File: src/rtl/i2c_mon_pkg.sv
`timescale 1ns/1ps
package i2c_mon_pkg;
  typedef enum logic [1:0] {
    LAST_NONE  = 2'b00,
    LAST_START = 2'b01,
    LAST_STOP  = 2'b10
  } last_ev_e;

  localparam int unsigned SYNC_STAGES_DEF = 2;
endpackage

File: src/rtl/line_sync.sv
`timescale 1ns/1ps
module line_sync #(
  parameter int unsigned WIDTH   = 2,
  parameter int unsigned STAGES  = 2,
  parameter logic [WIDTH-1:0] RST_VAL = '1
) (
  input  logic             clk_i,
  input  logic             rst_ni,
  input  logic [WIDTH-1:0] d_i,
  output logic [WIDTH-1:0] q_o
);
  logic [STAGES-1:0][WIDTH-1:0] stage_q;

  for (genvar s = 0; s < STAGES; s++) begin : g_stage
    always_ff @(posedge clk_i or negedge rst_ni) begin
      if (!rst_ni) stage_q[s] <= RST_VAL;
      else if (s == 0) stage_q[s] <= d_i;
      else stage_q[s] <= stage_q[(s == 0) ? 0 : s-1];
    end
  end

  assign q_o = stage_q[STAGES-1];
endmodule

File: src/rtl/cond_detect.sv
`timescale 1ns/1ps
module cond_detect (
  input  logic clk_i,
  input  logic rst_ni,
  input  logic en_i,
  input  logic scl_i,
  input  logic sda_i,
  output logic start_o,
  output logic stop_o
);
  logic sda_q;
  logic en_q;

  // history tracks the line at all times, so enabling sees no stale edge
  always_ff @(posedge clk_i or negedge rst_ni) begin
    if (!rst_ni) begin
      sda_q <= 1'b1;
      en_q  <= 1'b0;
    end else begin
      sda_q <= sda_i;
      en_q  <= en_i;
    end
  end

  logic armed;
  assign armed   = en_i & en_q & scl_i;
  assign start_o = armed &  sda_q & ~sda_i;
  assign stop_o  = armed & ~sda_q &  sda_i;
endmodule

File: src/rtl/bus_state.sv
`timescale 1ns/1ps
module bus_state
  import i2c_mon_pkg::*;
(
  input  logic clk_i,
  input  logic rst_ni,
  input  logic en_i,
  input  logic start_i,
  input  logic stop_i,
  output logic start_seen_o,
  output logic stop_seen_o,
  output logic bus_free_o
);
  last_ev_e last_q;

  always_ff @(posedge clk_i or negedge rst_ni) begin
    if (!rst_ni)      last_q <= LAST_NONE;
    else if (!en_i)   last_q <= LAST_NONE;
    else if (start_i) last_q <= LAST_START;
    else if (stop_i)  last_q <= LAST_STOP;
  end

  assign start_seen_o = (last_q == LAST_START);
  assign stop_seen_o  = (last_q == LAST_STOP);
  assign bus_free_o   = (last_q != LAST_START);
endmodule

File: src/rtl/irq_ctrl.sv
`timescale 1ns/1ps
module irq_ctrl (
  input  logic clk_i,
  input  logic rst_ni,
  input  logic event_i,
  input  logic clr_i,
  input  logic irq_en_i,
  output logic flag_o,
  output logic irq_o
);
  logic flag_q;

  // a new event wins over a clear in the same cycle
  always_ff @(posedge clk_i or negedge rst_ni) begin
    if (!rst_ni)      flag_q <= 1'b0;
    else if (event_i) flag_q <= 1'b1;
    else if (clr_i)   flag_q <= 1'b0;
  end

  assign flag_o = flag_q;
  assign irq_o  = flag_q & irq_en_i;
endmodule

File: src/rtl/i2c_cond_mon.sv
`timescale 1ns/1ps
module i2c_cond_mon
  import i2c_mon_pkg::*;
#(
  parameter int unsigned SYNC_STAGES = SYNC_STAGES_DEF
) (
  input  logic clk_i,
  input  logic rst_ni,
  input  logic en_i,
  input  logic scl_i,
  input  logic sda_i,
  input  logic irq_en_i,
  input  logic flag_clr_i,
  output logic start_seen_o,
  output logic stop_seen_o,
  output logic bus_free_o,
  output logic irq_flag_o,
  output logic irq_o
);
  localparam int unsigned LINES = 2;

  logic [LINES-1:0] lines_s;
  logic             start_det;
  logic             stop_det;

  line_sync #(
    .WIDTH  (LINES),
    .STAGES (SYNC_STAGES),
    .RST_VAL('1)
  ) u_sync (
    .clk_i (clk_i),
    .rst_ni(rst_ni),
    .d_i   ({scl_i, sda_i}),
    .q_o   (lines_s)
  );

  cond_detect u_det (
    .clk_i  (clk_i),
    .rst_ni (rst_ni),
    .en_i   (en_i),
    .scl_i  (lines_s[1]),
    .sda_i  (lines_s[0]),
    .start_o(start_det),
    .stop_o (stop_det)
  );

  bus_state u_state (
    .clk_i       (clk_i),
    .rst_ni      (rst_ni),
    .en_i        (en_i),
    .start_i     (start_det),
    .stop_i      (stop_det),
    .start_seen_o(start_seen_o),
    .stop_seen_o (stop_seen_o),
    .bus_free_o  (bus_free_o)
  );

  irq_ctrl u_irq (
    .clk_i   (clk_i),
    .rst_ni  (rst_ni),
    .event_i (start_det | stop_det),
    .clr_i   (flag_clr_i),
    .irq_en_i(irq_en_i),
    .flag_o  (irq_flag_o),
    .irq_o   (irq_o)
  );
endmodule

File: config.mk
export PLATFORM = sky130hd
export DESIGN_NAME = i2c_cond_mon
export DESIGN_NICKNAME = d
export VERILOG_FILES = /design/src/rtl/i2c_mon_pkg.sv /design/src/rtl/line_sync.sv /design/src/rtl/cond_detect.sv /design/src/rtl/bus_state.sv /design/src/rtl/irq_ctrl.sv /design/src/rtl/i2c_cond_mon.sv
export SDC_FILE = /design/constraint.sdc
export NUM_CORES = 1
export LEC_CHECK = 0
export BUFFER_PORTS_ARGS = -buffer_cell sky130_fd_sc_hd__buf_2
export CAP_MARGIN = 40
export CELL_PAD_IN_SITES_DETAIL_PLACEMENT = 0
export CELL_PAD_IN_SITES_GLOBAL_PLACEMENT = 2
export CORE_MARGIN = 2
export CORE_UTILIZATION = 25
export CTS_CLUSTER_DIAMETER = 30
export DETAILED_ROUTE_END_ITERATION = 8
export PLACE_DENSITY = 0.64
export SYNTH_ARGS = -nofsm -noshare
export SYNTH_HDL_FRONTEND = slang
export SYNTH_SLANG_ARGS = --single-unit
File: constraint.sdc
create_clock -name clk_i -period 0.95 [get_ports clk_i]
set_input_delay 0.095 -clock clk_i [delete_from_list [all_inputs] [get_ports clk_i]]
set_output_delay 0.095 -clock clk_i [all_outputs]
set_load 0.02 [all_outputs]
==> results by group, run 1 <==
Outcome
  – Status: complete, but fails checks
  – Failing checks: setup timing

Job
  – Max_cap viols: 0

Drt
  – Total Routed Length: between 600 and 700 um
  – Initial drt markers: 0
  – WL per Instance: between 9 and 10 um
  – Drt pass-1 iters: 1
  – Vias: about 280
  – DRC errors left: 0
  – Vias per inst: 4.33
  – Antenna Nets Post-Route: 0

Setup path
  – CP bufs+invs: 0
  – Reg2Reg Setup Slack: -0.14 ns
  – Worst r2r dst: u_state.last_q[0]
  – Critical path required time: 1.12 ns
  – Worst setup path category: reg -> reg
  – Crit-path leading delay family: flip-flops
  – Crit path max fanout: 3
  – Crit-path cells: nand4_1 -> nor2b_4 -> o32ai_2
  – CP endpoint kind: register
  – Arr. time, crit path: 1.26 ns
  – Worst setup SP type: register
  – Cells on worst reg2reg path: 3
  – Reg2reg start: u_det.sda_q
  – CP max stage cell: dfstp_2
  – Critical path's largest stage delay: 0.53 ns

Synthesis
  – Yosys top cell by area: dfstp_2
  – Sequential-to-total area share from yosys stat: about two thirds
  – Number of distinct library cells after synthesis: 16
  – Top cells by area, synth: dfstp_2 38%, dfrtp_1 29%, o32ai_2 4.7%
  – Syn Nets: 33
  – Yosys reg bits: 9
  – Mean post-synth cell area: 13.3 sq um
  – XOR/XNOR Fraction of Synth Area: 2.54%
  – Post-synth EDFFs: 0
  – Share of the synthesized area in the top cell type: a little under two fifths
  – Number of synthesis warnings: 0
  – Adder-cell share of the synthesized area: 0%
  – Multiplexer area fraction after synthesis: 0%
  – Async S/R FF share, synth: 100%
  – Synth Cell Area: 345 sq um
  – Synth cell count leaders: 5 x dfstp_2, 4 x dfrtp_1, 3 x inv_1
  – Most frequent cell after synthesis: dfstp_2
  – Largest family of logic cells by synthesized area: simple AND/OR/NAND/NOR gates
  – Synth Area in Compound Gates: 9.42%
  – Cells after Synth: 26
  – Post-synthesis simple-gate area fraction: 17.8%
  – Post-synth top flop: dfstp_2

Clock tree
  – Root Driver: clkbuf_4
  – CTS Buf Count: 3
  – TritonCTS Sinks: 9
  – H-tree depth: 1
  – Skew-Pair Late Insertion Delay: 0.26 ns
  – Clock transition at path regs: 0.07 ns
  – CTS tree: done
  – Clock tree buffer depth: 2

Cells and area
  – Fin nets: between 50 and 60
  – Layout cell share with drive strength beyond 1: 61.2%
  – Ant diodes: 0
  – Area Overhead vs Synth: 60.9%
  – FILL cells: 136

Power
  – Overall power: 833 uW
  – Power density over cell area: 1500 mW/mm^2
  – VDD IR-drop max: 0.000618 V
  – Leak: 0.272 nW

GRT
  – GRT Util Overall: roughly a tenth
  – Number of global-route vias before repair: between 200 and 250
  – Overflow after GRT: 0
  – Initial antenna violation count: 0
  – Global-route wire length before repair: around 950 um
  – Largest net degree at the start of global routing: 10

Die
  – IO Count: 12
  – Die height: roughly 41 um
  – Core area: roughly 0.0013 sq mm
  – Initial Util: 26.5%
  – Die area: 0.00169 sq mm
  – Row cnt: 13
  – Die Span X: between 40 and 50 um

Placement
  – RD Place Congestion: ~0.67
  – Port bufs: 11

STA
  – Max Clk Rate: 914 MHz
  – Final Max Tran Viols: 0
  – Final setup vio count: 6
  – Worst Clk Skew: around 0.0024 ns
  – Slew Limit Headroom: approximately 86%
  – Tcrit/Tclk final: 115%
  – Fin crit period: ~1.1 ns
  – Total negative slack: -0.585 ns
  – Fin worst setup slack: -0.145 ns
  – RSZ-0062 raised after global routing: true
  – Fin. Hold Viols: 0
  – Worst Max-Slew Pin Slew: 0.208 ns

Worst hold path
  – Worst Hold Depth: 2
  – Hold_sp: flag_clr_i
  – Class of the tightest hold or removal check: in -> reg
  – Hold Path End: u_irq.flag_o
## kinds of logic after synthesis
family,after synthesis
AOI/OAI and AO/OA,4
xor gates and xnor gates,1
buffers and inverters,3
DFF,9
and+or+nand+nor,9
## worst max-delay path by stage
stage | from | cells past startpoint | to | slack [ns]
5_1_grt | u_det.sda_q | 3 | u_state.last_q[0] | -0.21
3_5_place_dp | u_sync.q_o[1] | 3 | u_state.last_q[0] | -0.14
3_3_place_gp | u_sync.q_o[1] | 3 | u_state.last_q[0] | -0.14
2_1_floorplan | u_sync.q_o[1] | 3 | u_state.last_q[0] | -0.07
4_1_cts | u_det.sda_q | 3 | u_state.last_q[0] | -0.15
6_report | u_det.sda_q | 3 | u_state.last_q[0] | -0.14
## sequential cells by signal, summed over array words and instances, names as in the netlist
signal,flops
u_state.last_q,2
u_det.en_q,1
u_sync.stage_q,2
u_sync.q_o,2
u_det.sda_q,1
u_irq.flag_o,1
## final cells by class
type	count	area, sq um	area share, %
clock inverters	1	5.00	0.901
well taps	15	18.8	3.38
multi-input cells	14	120	21.6
inverters	3	11.3	2.03
flip-flops and latches	9	231	41.7
repair buffers	19	146	26.4
clock buffers	3	22.5	4.05
## report_power, final
group / switching, mW / internal, mW / total, mW
Clock: 0.139 / 0.155 / 0.294
Sequential: 0.0154 / 0.412 / 0.427
Combinational: 0.0472 / 0.0640 / 0.111
## per-layer routing
metal	vias up	track usage, %	part of all wire [%]
li1	133	-	-
met5	-	0	0
met4	0	4.84	0
met1	134	11.4	40
met2	10	13.3	53
met3	0	4.89	7.0
## layout by cell type, fill, tap and decap left out
master / n
buf_2: 7
buf_4: 5
dfstp_2: 5
dlygate4sd3_1: 4
dfrtp_1: 4
clkbuf_4: 3
buf_6: 3
nand2_1: 2
inv_1: 2
and2_4: 1
nor2b_1: 1
and4b_1: 1
o21ai_1: 1
nand4_1: 1
a21oi_1: 1
nor2b_4: 1
o32ai_2: 1
nand3_1: 1
xnor2_2: 1
o22ai_1: 1
nand2b_4: 1
inv_2: 1
clkinv_2: 1
## repair_timing
| action | 4_1_cts | 5_1_grt |
|---|---|---|
| hold endpoints to repair | 12 | 0 |
| gates resized for setup | 10 | 1 |
| hold buffers | 4 | 0 |
| pin swaps | 2 | 1 |
| setup buffers | 3 | 0 |
| setup endpoints to repair | 6 | 7 |
## metrics by stage
step / setup WS, ns / cell area (sq um) / utilization, % / cells / hold slack, ns
floorplan: -0.0684 / 345 / - / 26 / -0.201
global placement: -0.144 / 427 / 32.8 / 53 / -0.0483
detailed placement: -0.137 / 427 / 32.8 / 53 / -0.0402
CTS: -0.153 / 548 / 42.1 / 64 / 0.0190
global route: -0.208 / 556 / 42.7 / 64 / 0.0290
finish: -0.145 / 556 / 42.7 / 64 / 0.0208
Note: power is estimated with default switching activity, not from simulation.
==> inputs of run 2 (changes only) <==
Settings changed: MAX_ROUTING_LAYER set to met4, PLACE_DENSITY 0.64 to not set, PLACE_DENSITY_LB_ADDON set to 0.05.
==> run 2 against run 1 <==
  * The flow still finishes with violations (setup timing)
  * Clock skew decreased by 0.0021 ns
  * Design area increased by 3.6%
  * Sequential power about the same
  * Cell count increased by 1.6%
  * Count of clock-buffer cells in the layout increased by 1
  * Sequential share of layout area decreased by 1.4 points
  * Total power increased by 1.7%
  * Sequential cell count unchanged
  * Critical path depth unchanged
  * Critical path type unchanged
==> results by group, run 2 (synthesis gave the netlist of run 1 again) <==
Cells and area
  – Area Overhead vs Synth: 66.7%
  – Most frequent cells in the layout: 6 x buf_2, 6 x buf_4, 5 x dfstp_2
  – FILL cells: 128 (-5.9%)
  – Ant diodes: 0 (unchanged)
  – Fin nets: 58 (+1.8%)
  – Final core utilization: 44.2% (+1.5 points)
  – Layout cell share with drive strength beyond 1: 64.0% (+2.8 points)

GRT
  – Global-route wire length before repair: 1110 um (+17%)
  – Number of global-route vias before repair: 295 (+37%)
  – GRT Util Overall: 11.7% (+2.3 points)
  – Largest net degree at the start of global routing: 10 (unchanged)
  – Initial antenna violation count: 0 (unchanged)
  – Overflow after GRT: 0 (unchanged)

Drt
  – Antenna Nets Post-Route: 0 (unchanged)
  – Vias: 294 (+6.1%)
  – Vias per inst: 4.52 (+4.5%)
  – Drt pass-1 iters: 2 (+1)
  – Initial drt markers: 2 (+2)
  – DRC errors left: 0 (unchanged)
  – Total Routed Length: 706 um (+13%)
  – WL per Instance: 10.9 um (+11%)

Die
  – Die height: 41.2 um (unchanged)
  – Initial Util: 26.5% (unchanged)
  – Die Span X: 41.2 um (unchanged)
  – Row cnt: 13 (unchanged)
  – IO Count: 12 (unchanged)
  – Die area: 0.00169 sq mm (unchanged)
  – Core area: 0.00130 sq mm (unchanged)

Power
  – Power density over cell area: 1470 mW/mm^2 (-1.8%)
  – VDD IR-drop max: 0.000750 V (+21%)
  – Int Power: 646 uW (+2.3%)
  – Clock power frac: 35.0% (-0.4 points)
  – Overall power: 847 uW (+1.7%)
  – Comb pwr share: 14.4% (+1.0 points)
  – Leak: 0.276 nW (+1.5%)
  – P_sw: 202 uW (about the same)
  – Sequential fraction of design power: 50.6% (-0.7 points)
  – Sw Ratio: 23.8% (-0.42 points)

Placement
  – RD Place Congestion: 0.781 (+16%)
  – Hpwl dp: between 400 and 500 um
  – Port bufs: 11 (unchanged)

STA
  – Total negative slack: -0.617 ns (-0.0323 ns)
  – Tcrit/Tclk final: 116% (+0.56 points)
  – Worst Clk Skew: 0.000305 ns (-0.00208 ns)
  – Fin. Hold Viols: 0 (unchanged)
  – Worst Max-Slew Pin Slew: 0.194 ns (-0.0140 ns)
  – Final Max Tran Viols: 0 (unchanged)
  – Max Clk Rate: 909 MHz (-0.49%)
  – Slew Limit Headroom: 87.1% (+0.94 points)
  – Fin crit period: 1.10 ns (+0.00537 ns)
  – RSZ-0062 raised after global routing: true
  – Fin worst setup slack: -0.150 ns (-0.00537 ns)
  – Final setup vio count: 7 (+1)

Clock tree
  – CTS tree: done
  – TritonCTS Sinks: 9 (unchanged)
  – Clock tree buffer depth: 2 (unchanged)
  – Root Driver: clkbuf_4
  – Skew-Pair Late Insertion Delay: 0.26 ns (about the same)
  – Clock transition at path regs: 0.06 ns (about the same)
  – H-tree depth: 1 (unchanged)
  – CTS Buf Count: 3 (unchanged)

Worst hold path
  – Class of the tightest hold or removal check: in -> reg
  – Hold_sp: flag_clr_i

Setup path
  – Crit. Startpoint: u_det.sda_q
  – Critical path required time: 1.12 ns (about the same)
  – CP endpoint kind: register
  – Arr. time, crit path: 1.27 ns (about the same)
  – Reg2reg start: u_det.sda_q
  – Worst setup SP type: register
  – Crit path max fanout: 3 (unchanged)
  – Worst setup path category: reg -> reg

Outcome
  – Status: complete, but fails checks
  – Failing checks: setup timing

Job
  – Max_cap viols: 0 (unchanged)
run 2: worst paths after layout:
kind | end | slack [ns] | depth (start not counted)
setup reg to reg | u_state.last_q[0] | -0.15 | 3
max in group asynchronous | u_det.sda_q | 0.51 | 2
min in group asynchronous | u_state.last_q[0] | 0.20 | 2
setup / recovery | u_state.last_q[0] | -0.15 | 3
hold / removal | u_irq.flag_o | 0.02 | 2
hold reg to reg | u_sync.q_o[0] | 0.36 | 0
run 2: what timing repair did:
action,CTS,global route
hold endpoints to repair,12,0
pin swaps,2,1
setup endpoints to repair,6,8
buffers inserted,5,0
resized for setup,10,5
gates cloned,0,0
hold buffers,4,0
run 2: cell type report:
class	count	area (sq um)	area share [%]
Tap cell	15	18.8	3.26
Multi-Input combinational cell	14	128	22.2
Clock buffer	4	26.3	4.57
Timing Repair Buffer	20	160	27.8
Sequential cell	9	231	40.2
Inverter	3	11.3	1.96
run 2: power by group through the flow:
| stage | Combinational, mW | Clock, mW | Sequential (mW) |
|---|---|---|---|
| detailed placement | 0.0758 | 0 | 0.434 |
| CTS | 0.117 | 0.305 | 0.426 |
| floorplan | 0.0351 | 0 | 0.434 |
| global placement | 0.0746 | 0 | 0.432 |
| global route | 0.134 | 0.339 | 0.432 |
| finish | 0.122 | 0.296 | 0.429 |
run 2: metrics by stage:
stage	instance area, sq um	worst slack, ns	instances	hold slack, ns
floorplan	345	-0.0684	26	-0.201
global placement	427	-0.128	53	-0.0502
detailed placement	427	-0.140	53	-0.0463
CTS	562	-0.135	66	0.0141
global route	576	-0.191	65	0.0135
finish	576	-0.150	65	0.0223
run 2: worst max-delay path: stages, from the launching register on:
cell and delay [ns]:
dfstp_2 0.54, nand4_1 0.13, nor2b_4 0.15, o32ai_2 0.19
run 2: layer usage:
layer,wire length (um),track usage [%],up-vias,part of all wire (%)
met4,21,10.5,0,3.0
met5,0,-,-,0
met3,59,4.89,4,8.4
met1,277,11.0,140,39
met2,349,18.0,13,49
li1,-,-,137,-
